[src/rtl/fpx_pkg.sv]
package fpx_pkg;
  localparam int ST_W  = 8;
  localparam int ACC_W = 5;

  // status / enable bit positions
  localparam int S_UNORD = 0;
  localparam int S_SNAN  = 1;
  localparam int S_OPERR = 2;
  localparam int S_OVFL  = 3;
  localparam int S_UNFL  = 4;
  localparam int S_DZ    = 5;
  localparam int S_INEXR = 6;
  localparam int S_INEXD = 7;

  // accrued flag positions
  localparam int A_IOP  = 0;
  localparam int A_OVFL = 1;
  localparam int A_UNFL = 2;
  localparam int A_DZ   = 3;
  localparam int A_INEX = 4;
endpackage

[src/rtl/fpx_merge.sv]
module fpx_merge
  import fpx_pkg::*;
(
  input  logic [ST_W-1:0]  status,
  output logic [ACC_W-1:0] contrib
);
  always_comb begin
    contrib         = '0;
    contrib[A_IOP]  = status[S_UNORD] | status[S_SNAN] | status[S_OPERR];
    contrib[A_OVFL] = status[S_OVFL];
    contrib[A_UNFL] = status[S_UNFL] & status[S_INEXR];
    contrib[A_DZ]   = status[S_DZ];
    contrib[A_INEX] = status[S_INEXD] | status[S_INEXR] | status[S_OVFL];
  end
endmodule

[src/rtl/fpx_sticky.sv]
module fpx_sticky #(
  parameter int W = 5
) (
  input  logic         clk,
  input  logic         rst,
  input  logic         set_en,
  input  logic [W-1:0] set_bits,
  input  logic         wr,
  input  logic [W-1:0] wdata,
  output logic [W-1:0] q
);
  for (genvar i = 0; i < W; i++) begin : g_bit
    always_ff @(posedge clk) begin
      if (rst)                      q[i] <= 1'b0;
      else if (wr)                  q[i] <= wdata[i];
      else if (set_en && set_bits[i]) q[i] <= 1'b1;
    end
  end
endmodule

[src/rtl/fpx_trapgen.sv]
module fpx_trapgen
  import fpx_pkg::*;
(
  input  logic            clk,
  input  logic            rst,
  input  logic            fire,
  input  logic [ST_W-1:0] status,
  input  logic [ST_W-1:0] enable,
  output logic [ST_W-1:0] req,
  output logic            inex_req
);
  logic inex_comb;

  assign inex_comb = ((status[S_OVFL] | status[S_INEXR]) & enable[S_INEXR])
                   | (status[S_INEXD] & enable[S_INEXD]);

  for (genvar i = 0; i < ST_W; i++) begin : g_req
    always_ff @(posedge clk) begin
      if (rst) req[i] <= 1'b0;
      else     req[i] <= fire & status[i] & enable[i];
    end
  end

  always_ff @(posedge clk) begin
    if (rst) inex_req <= 1'b0;
    else     inex_req <= fire & inex_comb;
  end
endmodule

[src/rtl/fpx_accrue_unit.sv]
module fpx_accrue_unit
  import fpx_pkg::*;
(
  input  logic             clk,
  input  logic             rst,
  input  logic             op_done,
  input  logic [ST_W-1:0]  op_status,
  input  logic [ST_W-1:0]  trap_en,
  input  logic             acc_wr,
  input  logic [ACC_W-1:0] acc_wdata,
  output logic [ACC_W-1:0] acc_flags,
  output logic [ST_W-1:0]  trap_req,
  output logic             trap_inex
);
  logic [ACC_W-1:0] contrib;

  fpx_merge u_merge (
    .status  (op_status),
    .contrib (contrib)
  );

  fpx_sticky #(.W(ACC_W)) u_sticky (
    .clk      (clk),
    .rst      (rst),
    .set_en   (op_done),
    .set_bits (contrib),
    .wr       (acc_wr),
    .wdata    (acc_wdata),
    .q        (acc_flags)
  );

  fpx_trapgen u_trap (
    .clk      (clk),
    .rst      (rst),
    .fire     (op_done),
    .status   (op_status),
    .enable   (trap_en),
    .req      (trap_req),
    .inex_req (trap_inex)
  );
endmodule

[config.mk]
export PLATFORM = sky130hd
export DESIGN_NAME = fpx_accrue_unit
export DESIGN_NICKNAME = d
export VERILOG_FILES = /design/src/rtl/fpx_pkg.sv /design/src/rtl/fpx_merge.sv /design/src/rtl/fpx_sticky.sv /design/src/rtl/fpx_trapgen.sv /design/src/rtl/fpx_accrue_unit.sv
export SDC_FILE = /design/constraint.sdc
export NUM_CORES = 1
export LEC_CHECK = 0
export ABC_CLOCK_PERIOD_IN_PS = 1250
export BUFFER_PORTS_ARGS = -buffer_cell sky130_fd_sc_hd__buf_2
export CORE_AREA = 2 2 39 41
export CTS_BUF_LIST = sky130_fd_sc_hd__clkbuf_16
export CTS_CLUSTER_SIZE = 30
export DETAILED_ROUTE_END_ITERATION = 10
export DIE_AREA = 0 0 41 43
export HOLD_SLACK_MARGIN = 0.06
export PLACE_DENSITY = 0.75
export REMOVE_ABC_BUFFERS = 1
export SYNTH_ARGS = -nofsm -noshare
export SYNTH_HDL_FRONTEND = slang
export SYNTH_SLANG_ARGS = --single-unit
export TNS_END_PERCENT = 10
[constraint.sdc]
create_clock -name clk -period 1.25 [get_ports clk]
set_input_delay 0.25 -clock clk [delete_from_list [all_inputs] [get_ports clk]]
set_output_delay 0.25 -clock clk [all_outputs]
set_load 0.02 [all_outputs]
---- Yosys cells after proc, flatten, opt, wreduce, memory -nomap -nowiden ----
Cells that the tools add are included.
operators by class
  reduce and logical (&&, ||, !) cells .... 10
  multiply operators ...................... 0
  shift operators ......................... 0
  div/mod/pow operators ................... 0
  bitwise logic cells ..................... 26
  magnitude comparators ................... 0
  eq/ne operators ......................... 0
  mux-type cells .......................... 10
  add/subtract/negate cells ............... 0
operator list
  operator            number
  bitwise AND 1 bit   20
  2-to-1 mux 1 bit    10
  nonzero test 2 bit  5
  OR 1 bit            6
  logical AND 1 bit   5
storage, ports and cells
  output and inout bits ................... 14
  logic and storage cells ................. 60
  ROM bits ................................ 0
  memories ................................ 0
  bits in writable memories ............... 0
  register bits ........................... 14
  bits of input ports ..................... 25
  latch bits .............................. 0

---- Depth between registers and ports, before layout ----
Gate-level depths: netlist of run 1.
  word-level depth ........................ 5
  depth in mapped cells ................... 3
  mapped depth without buffers ............ 2

---- Modules after synthesis ----
A second synthesis of run 1 with hierarchy kept.
unflattened totals
  cell total of the unflattened synthesis .. 47
  area, all modules ....................... 548.0 um^2
modules (own cells, without submodules)
  module       sequential area each (um^2)  area each (um^2)  times used  cells an instance
  fpx_trapgen  180.2                        270.3             1           21
  fpx_sticky   100.1                        242.7             1           21
  fpx_merge    0.0                          35.0              1           5

---- Worst setup path after synthesis of run 1 ----
Ideal clock, no wire load.
  kind .................................... reg2reg
  start point ............................. register, netlist name u_sticky.q[0]
  end point ............................... register u_sticky.q[0]
  cell stages (with the launch flop) ...... 3
  slack ................................... 0.438 ns
  period minus slack after synthesis ...... 0.812 ns
  required time ........................... 1.155 ns
  path buffers ............................ 0
  library setup time ...................... 0.095 ns
  arrival time ............................ 0.717 ns
  path through ............................ dfxtp_1 -> nor2_1 -> a221oi_1
RTL lines
  element                        line              RTL
  end signal, assigned by index  fpx_sticky.sv:15  else if (wr) q[i] <= wdata[i];
  end, declared                  fpx_sticky.sv:10  output logic [W-1:0] q

---- Worst setup path in the final report of run 1 ----
  start point ............................. register u_sticky.q[0]
  end point ............................... output port acc_flags[0]
RTL lines
  element        line                   RTL
  end, declared  fpx_accrue_unit.sv:11  output logic [ACC_W-1:0] acc_flags,
No word-level cell between the ends.

==> results of run 1 <==
kinds of logic after synthesis:
logic type	synth area share [%]
compound gates	15.06
buf+inv	2.597
flops	58.18
simple gates	24.16
per-layer routing:
layer  GRT usage (%)  wire (um)  part of all wire (%)  vias up
met5               0          0                     0        -
met4           8.000         22                   2.0        0
met3           4.712        101                   9.0        2
met2           18.13        475                    42       22
met1           16.34        523                    47      193
li1                -          -                     -      243
power groups by stage:
| stage | Combinational, W | Clock [W] | Sequential [W] |
|---|---|---|---|
| detailed placement | 0.000135 | 0 | 0.000484 |
| CTS | 0.000136 | 0.000605 | 0.000475 |
| finish | 0.000135 | 0.000596 | 0.000476 |
| floorplan | 0.0000335 | 0 | 0.000512 |
| global route | 0.000148 | 0.000634 | 0.000477 |
| global placement | 0.000135 | 0 | 0.000484 |
synth_stat cells, drive strengths merged:
library cell / count / area share (%)
nand2: 1 / 0.78
and3: 6 / 7.8
o31ai: 2 / 3.1
and4b: 2 / 4.2
a311oi: 1 / 1.8
nor2: 2 / 1.6
a21boi: 1 / 2.3
a211oi: 2 / 3.1
a221oi: 2 / 3.6
inv: 2 / 1.6
buf: 1 / 1.0
nor3: 3 / 3.1
dfxtp: 14 / 58
o21ai: 1 / 1.0
nor2b: 4 / 6.8
how the worst min path moves through the flow:
stage / to / slack (ns) / cells past startpoint
2_1_floorplan: u_sticky.q[0] / 0.33 / 1
3_3_place_gp: u_trap.req[1] / 0.48 / 2
3_5_place_dp: u_trap.req[2] / 0.49 / 2
4_1_cts: u_trap.req[0] / 0.24 / 2
5_1_grt: u_trap.req[2] / 0.24 / 2
6_report: u_trap.req[2] / 0.24 / 2
registers in the layout, indices dropped and copies added, names as in the netlist:
signal           cells
u_trap.inex_req      1
u_sticky.q           5
u_trap.req           8
cell type report:
cell class                      count  area [um2]
Sequential cell                    14       280.3
Clock buffer                        3       75.07
Tap cell                           16       20.02
Timing Repair Buffer               38       190.2
Clock inverter                      1       3.754
Multi-Input combinational cell     27       188.9
Inverter                            2       7.507
Fill cell                         122       618.1
stage by stage:
stage          hold slack [ns]  worst slack [ns]  cell area, um2  utilization, %
6_report                0.2400            0.2678           765.7           55.33
5_1_grt                 0.2420            0.2501           765.7           55.33
4_1_cts                 0.2415            0.2676           765.7           55.33
3_5_place_dp            0.4897            0.3457           686.9           49.64
3_3_place_gp            0.4814            0.3604           686.9           49.64
2_1_floorplan           0.3287            0.4376           476.7               -
==> results.tsv, run 1 <==
metric	value	unit
WL final	1122	um
Crit-path slowest cell	dfxtp_1	
Max Cap Viol	0	
synth warn	0	
Seq/Total Area, Yosys	58.18	%
Pins Over Slew Limit	0	
ANT cells	0	
FF+latch count, synth	14	
commonest non-fill, non-tap cell in the layout	buf_2	
CP arrival	0.73	ns
Die W	41	um
f_max	1018	MHz
critical setup path kind	flip-flop to output pin	
Comb pwr share	11.2	%
IO Port Bufs	38	
initial antenna violation count	0	
reg-to-reg endpoint	u_sticky.q[0]	
Sw Share	21.03	%
Non-Filler Instances	101	
Die Ht	43	um
Row Count	14	
CP Cell Sequence	buf_2	
CP startpoint	u_sticky.q[0]	
Critical Path Start Type	flip-flop	
critical path required time	1.00	ns
CTS Buf Count	3	
Post-route DRC	0	
Crit. End Element	output pin	
Gate Count Post-Synth	44	
final hold vios	0	
Final period util	78.57	%
Post-CTS Setup Bufs	0	
worst-skew pair later-pin latency	0.24	ns
layout cell share with drive strength beyond 1	50.59	%
vias in the first global route	372	
R2R depth	2	
reg2reg setup slack	0.52	ns
Detailed Route Iter0 Violations	7	
worst IR drop on VDD	0.7220	mV
Root Buffer	clkbuf_16	
CTS sink count	14	
worst-case clock skew	0	ns
core box area	1384	um2
post_cts resized	0	
synthesized cell area	481.7	um2
via count	460	
Int Power	0.0009530	W
Final Total Pwr	0.001207	W
power per cell area	1576	nW/um2
setup TNS	0	ns
Pleak	0.4147	nW
Avg WL per Cell	11.11	um
final setup vio count	0	
router iterations before antenna repair	4	
clock tree buffer depth	2	
H-tree depth	1	
Cells after DPL	97	
Worst Max-Slew Pin Slew	0.2548	ns
RSZ-0062 raised after global routing	false	
Worst-path clk slew	0.05	ns
Tmin final	0.9822	ns
DR vias/cell	4.554	
commonest non-fill, non-tap cells in the layout	38 x buf_2, 14 x dfxtp_1, 6 x and3_1	
reg2reg start	u_sticky.q[0]	
first-pass GRT wire length	1518	um
Hold Buf Count CTS	0	
Slew headroom	82.90	%
GPL Wtd Cong	0.5719	
Worst path max stage delay	0.33	ns
Buffers & Inverters on Critical Path	1	
WP depth	1	
GR Overflow Total	0	
Distinct cells, synth	16	
CP max FO	2	
I/O pins	39	
die area	1763	um2
Initial Utilization	34.81	%
Flop pwr share	39.4	%
clock power share	49.4	%
Synth Area per Inst	10.95	um2
Worst Setup EP	acc_flags[0]	
post-route antenna net violation count	0	
Hold Crit Start	trap_en[2]	
Hold WC Path Type	primary input to flip-flop	
status	completed	
Nets	111	
largest net degree at the start of global routing	11	
CTS tree	yes	
Sw Pwr	0.0002539	W
Crit path max-delay family	flip-flops	
Area Overhead vs Synth	58.96	%
GRT Util Overall	13.02	%
No activity file was read; power rests on OpenSTA's default activity.
==> run 2, diff against run 1 <==
--- a/config.mk
+++ b/config.mk
@@ -5,13 +5,13 @@
 export SDC_FILE = /design/constraint.sdc
 export NUM_CORES = 1
 export LEC_CHECK = 0
-export ABC_CLOCK_PERIOD_IN_PS = 1250
+export ABC_CLOCK_PERIOD_IN_PS = 1000
 export BUFFER_PORTS_ARGS = -buffer_cell sky130_fd_sc_hd__buf_2
-export CORE_AREA = 2 2 39 41
+export CORE_MARGIN = 2
+export CORE_UTILIZATION = 36
 export CTS_BUF_LIST = sky130_fd_sc_hd__clkbuf_16
 export CTS_CLUSTER_SIZE = 30
 export DETAILED_ROUTE_END_ITERATION = 10
-export DIE_AREA = 0 0 41 43
 export HOLD_SLACK_MARGIN = 0.06
 export PLACE_DENSITY = 0.75
 export REMOVE_ABC_BUFFERS = 1
==> constraint.sdc (replaced) <==
create_clock -name clk -period 1 [get_ports clk]
set_input_delay 0.2 -clock clk [delete_from_list [all_inputs] [get_ports clk]]
set_output_delay 0.2 -clock clk [all_outputs]
set_load 0.02 [all_outputs]
==> results.tsv, run 2 (synthesis results as in run 1) <==
metric	value	unit	change
status	completed		
CP Cell Sequence	buf_2		
DR vias/cell	4.830		+6.1%
commonest non-fill, non-tap cell in the layout	buf_2		
Initial Utilization	37.97	%	+3.2 points
Worst Max-Slew Pin Slew	0.2307	ns	-0.02415 ns
Die W	40.58	um	-1.0%
max reg flops	8		unchanged
Critical Path Start Type	flip-flop		
GPL Wtd Cong	0.6515		+14%
final setup vio count	0		unchanged
Crit path max-delay family	flip-flops		
CTS sink count	14		unchanged
Avg WL per Cell	12.08	um	+8.7%
Nets	111		unchanged
Root Buffer	clkbuf_16		
f_max	1075	MHz	
commonest non-fill, non-tap cells in the layout	38 x buf_2, 14 x dfxtp_1, 6 x and3_1		
Pleak	0.4147	nW	unchanged
Pins Over Slew Limit	0		unchanged
final hold vios	0		unchanged
Buffers & Inverters on Critical Path	1		unchanged
CP max FO	2		unchanged
worst-skew pair later-pin latency	0.24	ns	about the same
clock tree buffer depth	2		unchanged
WHS Endpoint	u_trap.req[2]		
WL final	1208	um	+7.7%
Worst-path clk slew	0.05	ns	about the same
Final period util	92.99	%	
worst IR drop on VDD	1.029	mV	+43%
router iterations before antenna repair	4		unchanged
Top reg by flops	u_trap.req		
layout cell share with drive strength beyond 1	50.59	%	unchanged
CP arrival	0.73	ns	about the same
Row Count	13		-1
pre-CTS setup slack	0.1763	ns	-0.1694 ns
reg-to-reg endpoint	u_sticky.q[0]		
Final WS setup	0.07009	ns	-0.1977 ns
worst-case clock skew	0	ns	unchanged
RSZ-0062 raised after global routing	false		
reg2reg start	u_sticky.q[0]		
core box area	1269	um2	-8.3%
Area Overhead vs Synth	58.70	%	
initial antenna violation count	0		unchanged
Post-CTS Setup Bufs	0		unchanged
Crit-path slowest cell	dfxtp_1		
CTS tree	yes		
vias in the first global route	398		+7.0%
Die Ht	40.58	um	-5.6%
CTS Buf Count	3		unchanged
I/O pins	39		unchanged
Tmin final	0.9299	ns	
Min-Delay Path Depth	2		unchanged
Worst path max stage delay	0.32	ns	about the same
post-route antenna net violation count	0		unchanged
Hold WC Path Type	primary input to flip-flop		
ANT cells	0		unchanged
critical path required time	0.80	ns	-0.20 ns
Hold Buf Count CTS	0		unchanged
GRT Util Overall	15.54	%	+2.5 points
post_cts resized	0		unchanged
largest net degree at the start of global routing	11		unchanged
Detailed Route Iter0 Violations	3		-4
first-pass GRT wire length	1573	um	+3.6%
critical setup path kind	flip-flop to output pin		
Slew headroom	84.46	%	+1.6 points
H-tree depth	1		unchanged
Crit. End Element	output pin		
via count	483		+5.0%
Top Registers	u_trap.req x8, u_sticky.q x5, u_trap.inex_req x1		
GR Overflow Total	0		unchanged
power per cell area	1985	nW/um2	+26%
Layout fillers	115		-5.7%
R2R depth	2		unchanged
Max Cap Viol	0		unchanged
Detail Placement HPWL	932.4	um	
Post-route DRC	0		unchanged
IO Port Bufs	38		unchanged
die area	1647	um2	-6.6%
reg2reg setup slack	0.27	ns	-0.25 ns
Hold Crit Start	trap_en[2]		
setup TNS	0	ns	unchanged
[run 2: cell counts in the layout (fill, tap and decap cells not counted)]
Identical to the previous run, type by type.
[run 2: final cells by class]
class                           count  area [um2]  area share (%)
Multi-Input combinational cell     27       188.9           24.71
Sequential cell                    14       280.3           36.66
Inverter                            2       7.507          0.9820
Clock buffer                        3       75.07           9.820
Clock inverter                      1       3.754          0.4910
Tap cell                           15       18.77           2.455
Timing Repair Buffer               38       190.2           24.88
[run 2: metal layers]
metal | routed length [um] | vias up | track usage, % | part of all wire, %
li1 | - | 245 | - | -
met1 | 488 | 215 | 16.39 | 40
met2 | 601 | 19 | 23.81 | 50
met3 | 89 | 4 | 6.667 | 7.4
met4 | 29 | 0 | 12.50 | 2.4
met5 | 0 | - | 0 | 0
[run 2: how the worst max path moves through the flow]
stage | start | to | slack, ns | cells past startpoint
finish | u_sticky.q[2] | acc_flags[2] | 0.07 | 1
global route | u_sticky.q[4] | acc_flags[4] | 0.03 | 1
CTS | u_sticky.q[4] | acc_flags[4] | 0.06 | 1
detailed placement | op_done | u_trap.inex_req | 0.18 | 3
global placement | op_status[1] | u_sticky.q[0] | 0.20 | 3
floorplan | u_sticky.q[0] | u_sticky.q[0] | 0.19 | 2
[run 2: where the power goes]
group	switching, W	total [W]	internal, W
sequential	0.00000909	0.000595	0.000586
clock	0.000223	0.000751	0.000528
combinational	0.0000936	0.000172	0.0000780
total	0.000326	0.00152	0.00119
[run 2: through the flow]
step / hold WS (ns) / instance area, um2 / std cells / utilization [%] / power, W
6_report: 0.1928 / 764.5 / 100 / 60.26 / 0.001518
5_1_grt: 0.2009 / 764.5 / 100 / 60.26 / 0.001564
4_1_cts: 0.1922 / 764.5 / 100 / 60.26 / 0.001527
3_5_place_dp: 0.4398 / 685.7 / 96 / 54.04 / 0.0007775
3_3_place_gp: 0.4342 / 685.7 / 96 / 54.04 / 0.0007728
2_1_floorplan: 0.2787 / 476.7 / 43 / - / 0.0006814
==> run 3, diff against run 2 <==
--- a/config.mk
+++ b/config.mk
@@ -14,6 +14,7 @@
 export DETAILED_ROUTE_END_ITERATION = 10
 export HOLD_SLACK_MARGIN = 0.06
 export PLACE_DENSITY = 0.75
+export RECOVER_POWER = 25
 export REMOVE_ABC_BUFFERS = 1
 export SYNTH_ARGS = -nofsm -noshare
 export SYNTH_HDL_FRONTEND = slang
==> results.tsv, run 3 (synthesis results as in run 1) <==
metric	value	unit	change
H-tree depth	1		unchanged
critical setup path kind	flip-flop to output pin		
Post-route DRC	0		unchanged
GPL Wtd Cong	0.6515		unchanged
DR vias/cell	4.860		+0.62%
initial antenna violation count	0		unchanged
die area	1647	um2	unchanged
WP depth	1		unchanged
GR Overflow Total	0		unchanged
critical path required time	0.80	ns	about the same
core box area	1269	um2	unchanged
GRT Util Overall	15.54	%	unchanged
clock tree buffer depth	2		unchanged
first-pass GRT wire length	1573	um	unchanged
CTS tree	yes		
final setup vio count	0		unchanged
Top Registers	u_trap.req x8, u_sticky.q x5, u_trap.inex_req x1		
vias in the first global route	398		unchanged
Crit-path slowest cell	dfxtp_1		
Initial Utilization	37.97	%	unchanged
Die W	40.58	um	unchanged
largest net degree at the start of global routing	11		unchanged
Max Cap Viol	0		unchanged
Slew headroom	74.52	%	-9.9 points
Crit path max-delay family	flip-flops		
R2R depth	2		unchanged
RSZ-0062 raised after global routing	false		
Root Buffer	clkbuf_16		
worst IR drop on VDD	1.058	mV	+2.8%
Buffers & Inverters on Critical Path	1		unchanged
final hold vios	0		unchanged
Pleak	0.4069	nW	-1.9%
Layout fillers	118		+2.6%
setup TNS	0	ns	unchanged
Post-CTS Setup Bufs	0		unchanged
I/O pins	39		unchanged
Critical Path Start Type	flip-flop		
Min-Delay Path Depth	2		unchanged
post_cts resized	0		unchanged
Hold Buf Count CTS	0		unchanged
Crit. End Element	output pin		
Final period util	93.11	%	+0.12 points
CP Cell Sequence	buf_2		
layout cell share with drive strength beyond 1	48.24	%	-2.4 points
Detailed Route Iter0 Violations	3		unchanged
post-route antenna net violation count	0		unchanged
Top reg by flops	u_trap.req		
worst-skew pair later-pin latency	0.24	ns	about the same
f_max	1074	MHz	-0.13%
commonest non-fill, non-tap cells in the layout	37 x buf_2, 14 x dfxtp_1, 6 x and3_1		
IO Port Bufs	38		unchanged
Worst-path clk slew	0.05	ns	about the same
power per cell area	2003	nW/um2	+0.88%
Tmin final	0.9311	ns	+0.001169 ns
CTS sink count	14		unchanged
max reg flops	8		unchanged
Nets	111		unchanged
CTS Buf Count	3		unchanged
router iterations before antenna repair	4		unchanged
Worst Max-Slew Pin Slew	0.3814	ns	+0.1507 ns
Hold WC Path Type	primary input to flip-flop		
Die Ht	40.58	um	unchanged
ANT cells	0		unchanged
via count	486		+0.62%
Worst path max stage delay	0.32	ns	about the same
Row Count	13		unchanged
status	completed		
WL final	1201	um	-0.58%
CP max FO	2		unchanged
Pins Over Slew Limit	0		unchanged
worst-case clock skew	0	ns	unchanged
CP arrival	0.73	ns	about the same
commonest non-fill, non-tap cell in the layout	buf_2		
Final Total Pwr	0.001514	W	-0.28%
Avg WL per Cell	12.01	um	-0.58%
Area Overhead vs Synth	56.88	%	
Detail Placement HPWL	932.4	um	unchanged
-- run 3: where the power goes --
group	internal (W)	leakage, nW	switching [W]
Clock	0.000528	0.0385	0.000223
Combinational	0.0000751	0.253	0.0000920
Sequential	0.000586	0.115	0.00000911
Total	0.00119	0.407	0.000324
-- run 3: path summary, 6_finish.rpt --
path / start / end / slack, ns
min reg2reg: u_sticky.q[0] / u_sticky.q[0] / 0.54
max reg2reg: u_sticky.q[4] / u_sticky.q[4] / 0.27
min: trap_en[2] / u_trap.req[2] / 0.19
max: u_sticky.q[2] / acc_flags[2] / 0.07
-- run 3: layout make-up --
type	instances	area [um2]	area share [%]
clock buffer	3	75.07	9.934
sequential	14	280.3	37.09
clock inverter	1	3.754	0.4967
tap	15	18.77	2.483
inverter	2	7.507	0.9934
timing repair buffer	38	188.9	25.00
multi-input combinational	27	181.4	24.01
-- run 3: metal layers --
layer,global-route usage [%],routed length (um),part of all wire (%)
met1,16.39,475,40
met4,12.50,29,2.4
met2,23.81,608,51
met3,6.667,87,7.2
met5,0,0,0
-- run 3: per-stage QoR --
stage | utilization (%) | hold WS, ns | worst slack (ns) | std cells | area [um2]
after global routing | 59.57 | 0.2009 | 0.03112 | 100 | 755.7
after CTS | 60.26 | 0.1922 | 0.06313 | 100 | 764.5
final | 59.57 | 0.1931 | 0.06892 | 100 | 755.7
after global placement | 54.04 | 0.4342 | 0.1951 | 96 | 685.7
after floorplan | - | 0.2787 | 0.1876 | 43 | 476.7
after detailed placement | 54.04 | 0.4398 | 0.1763 | 96 | 685.7
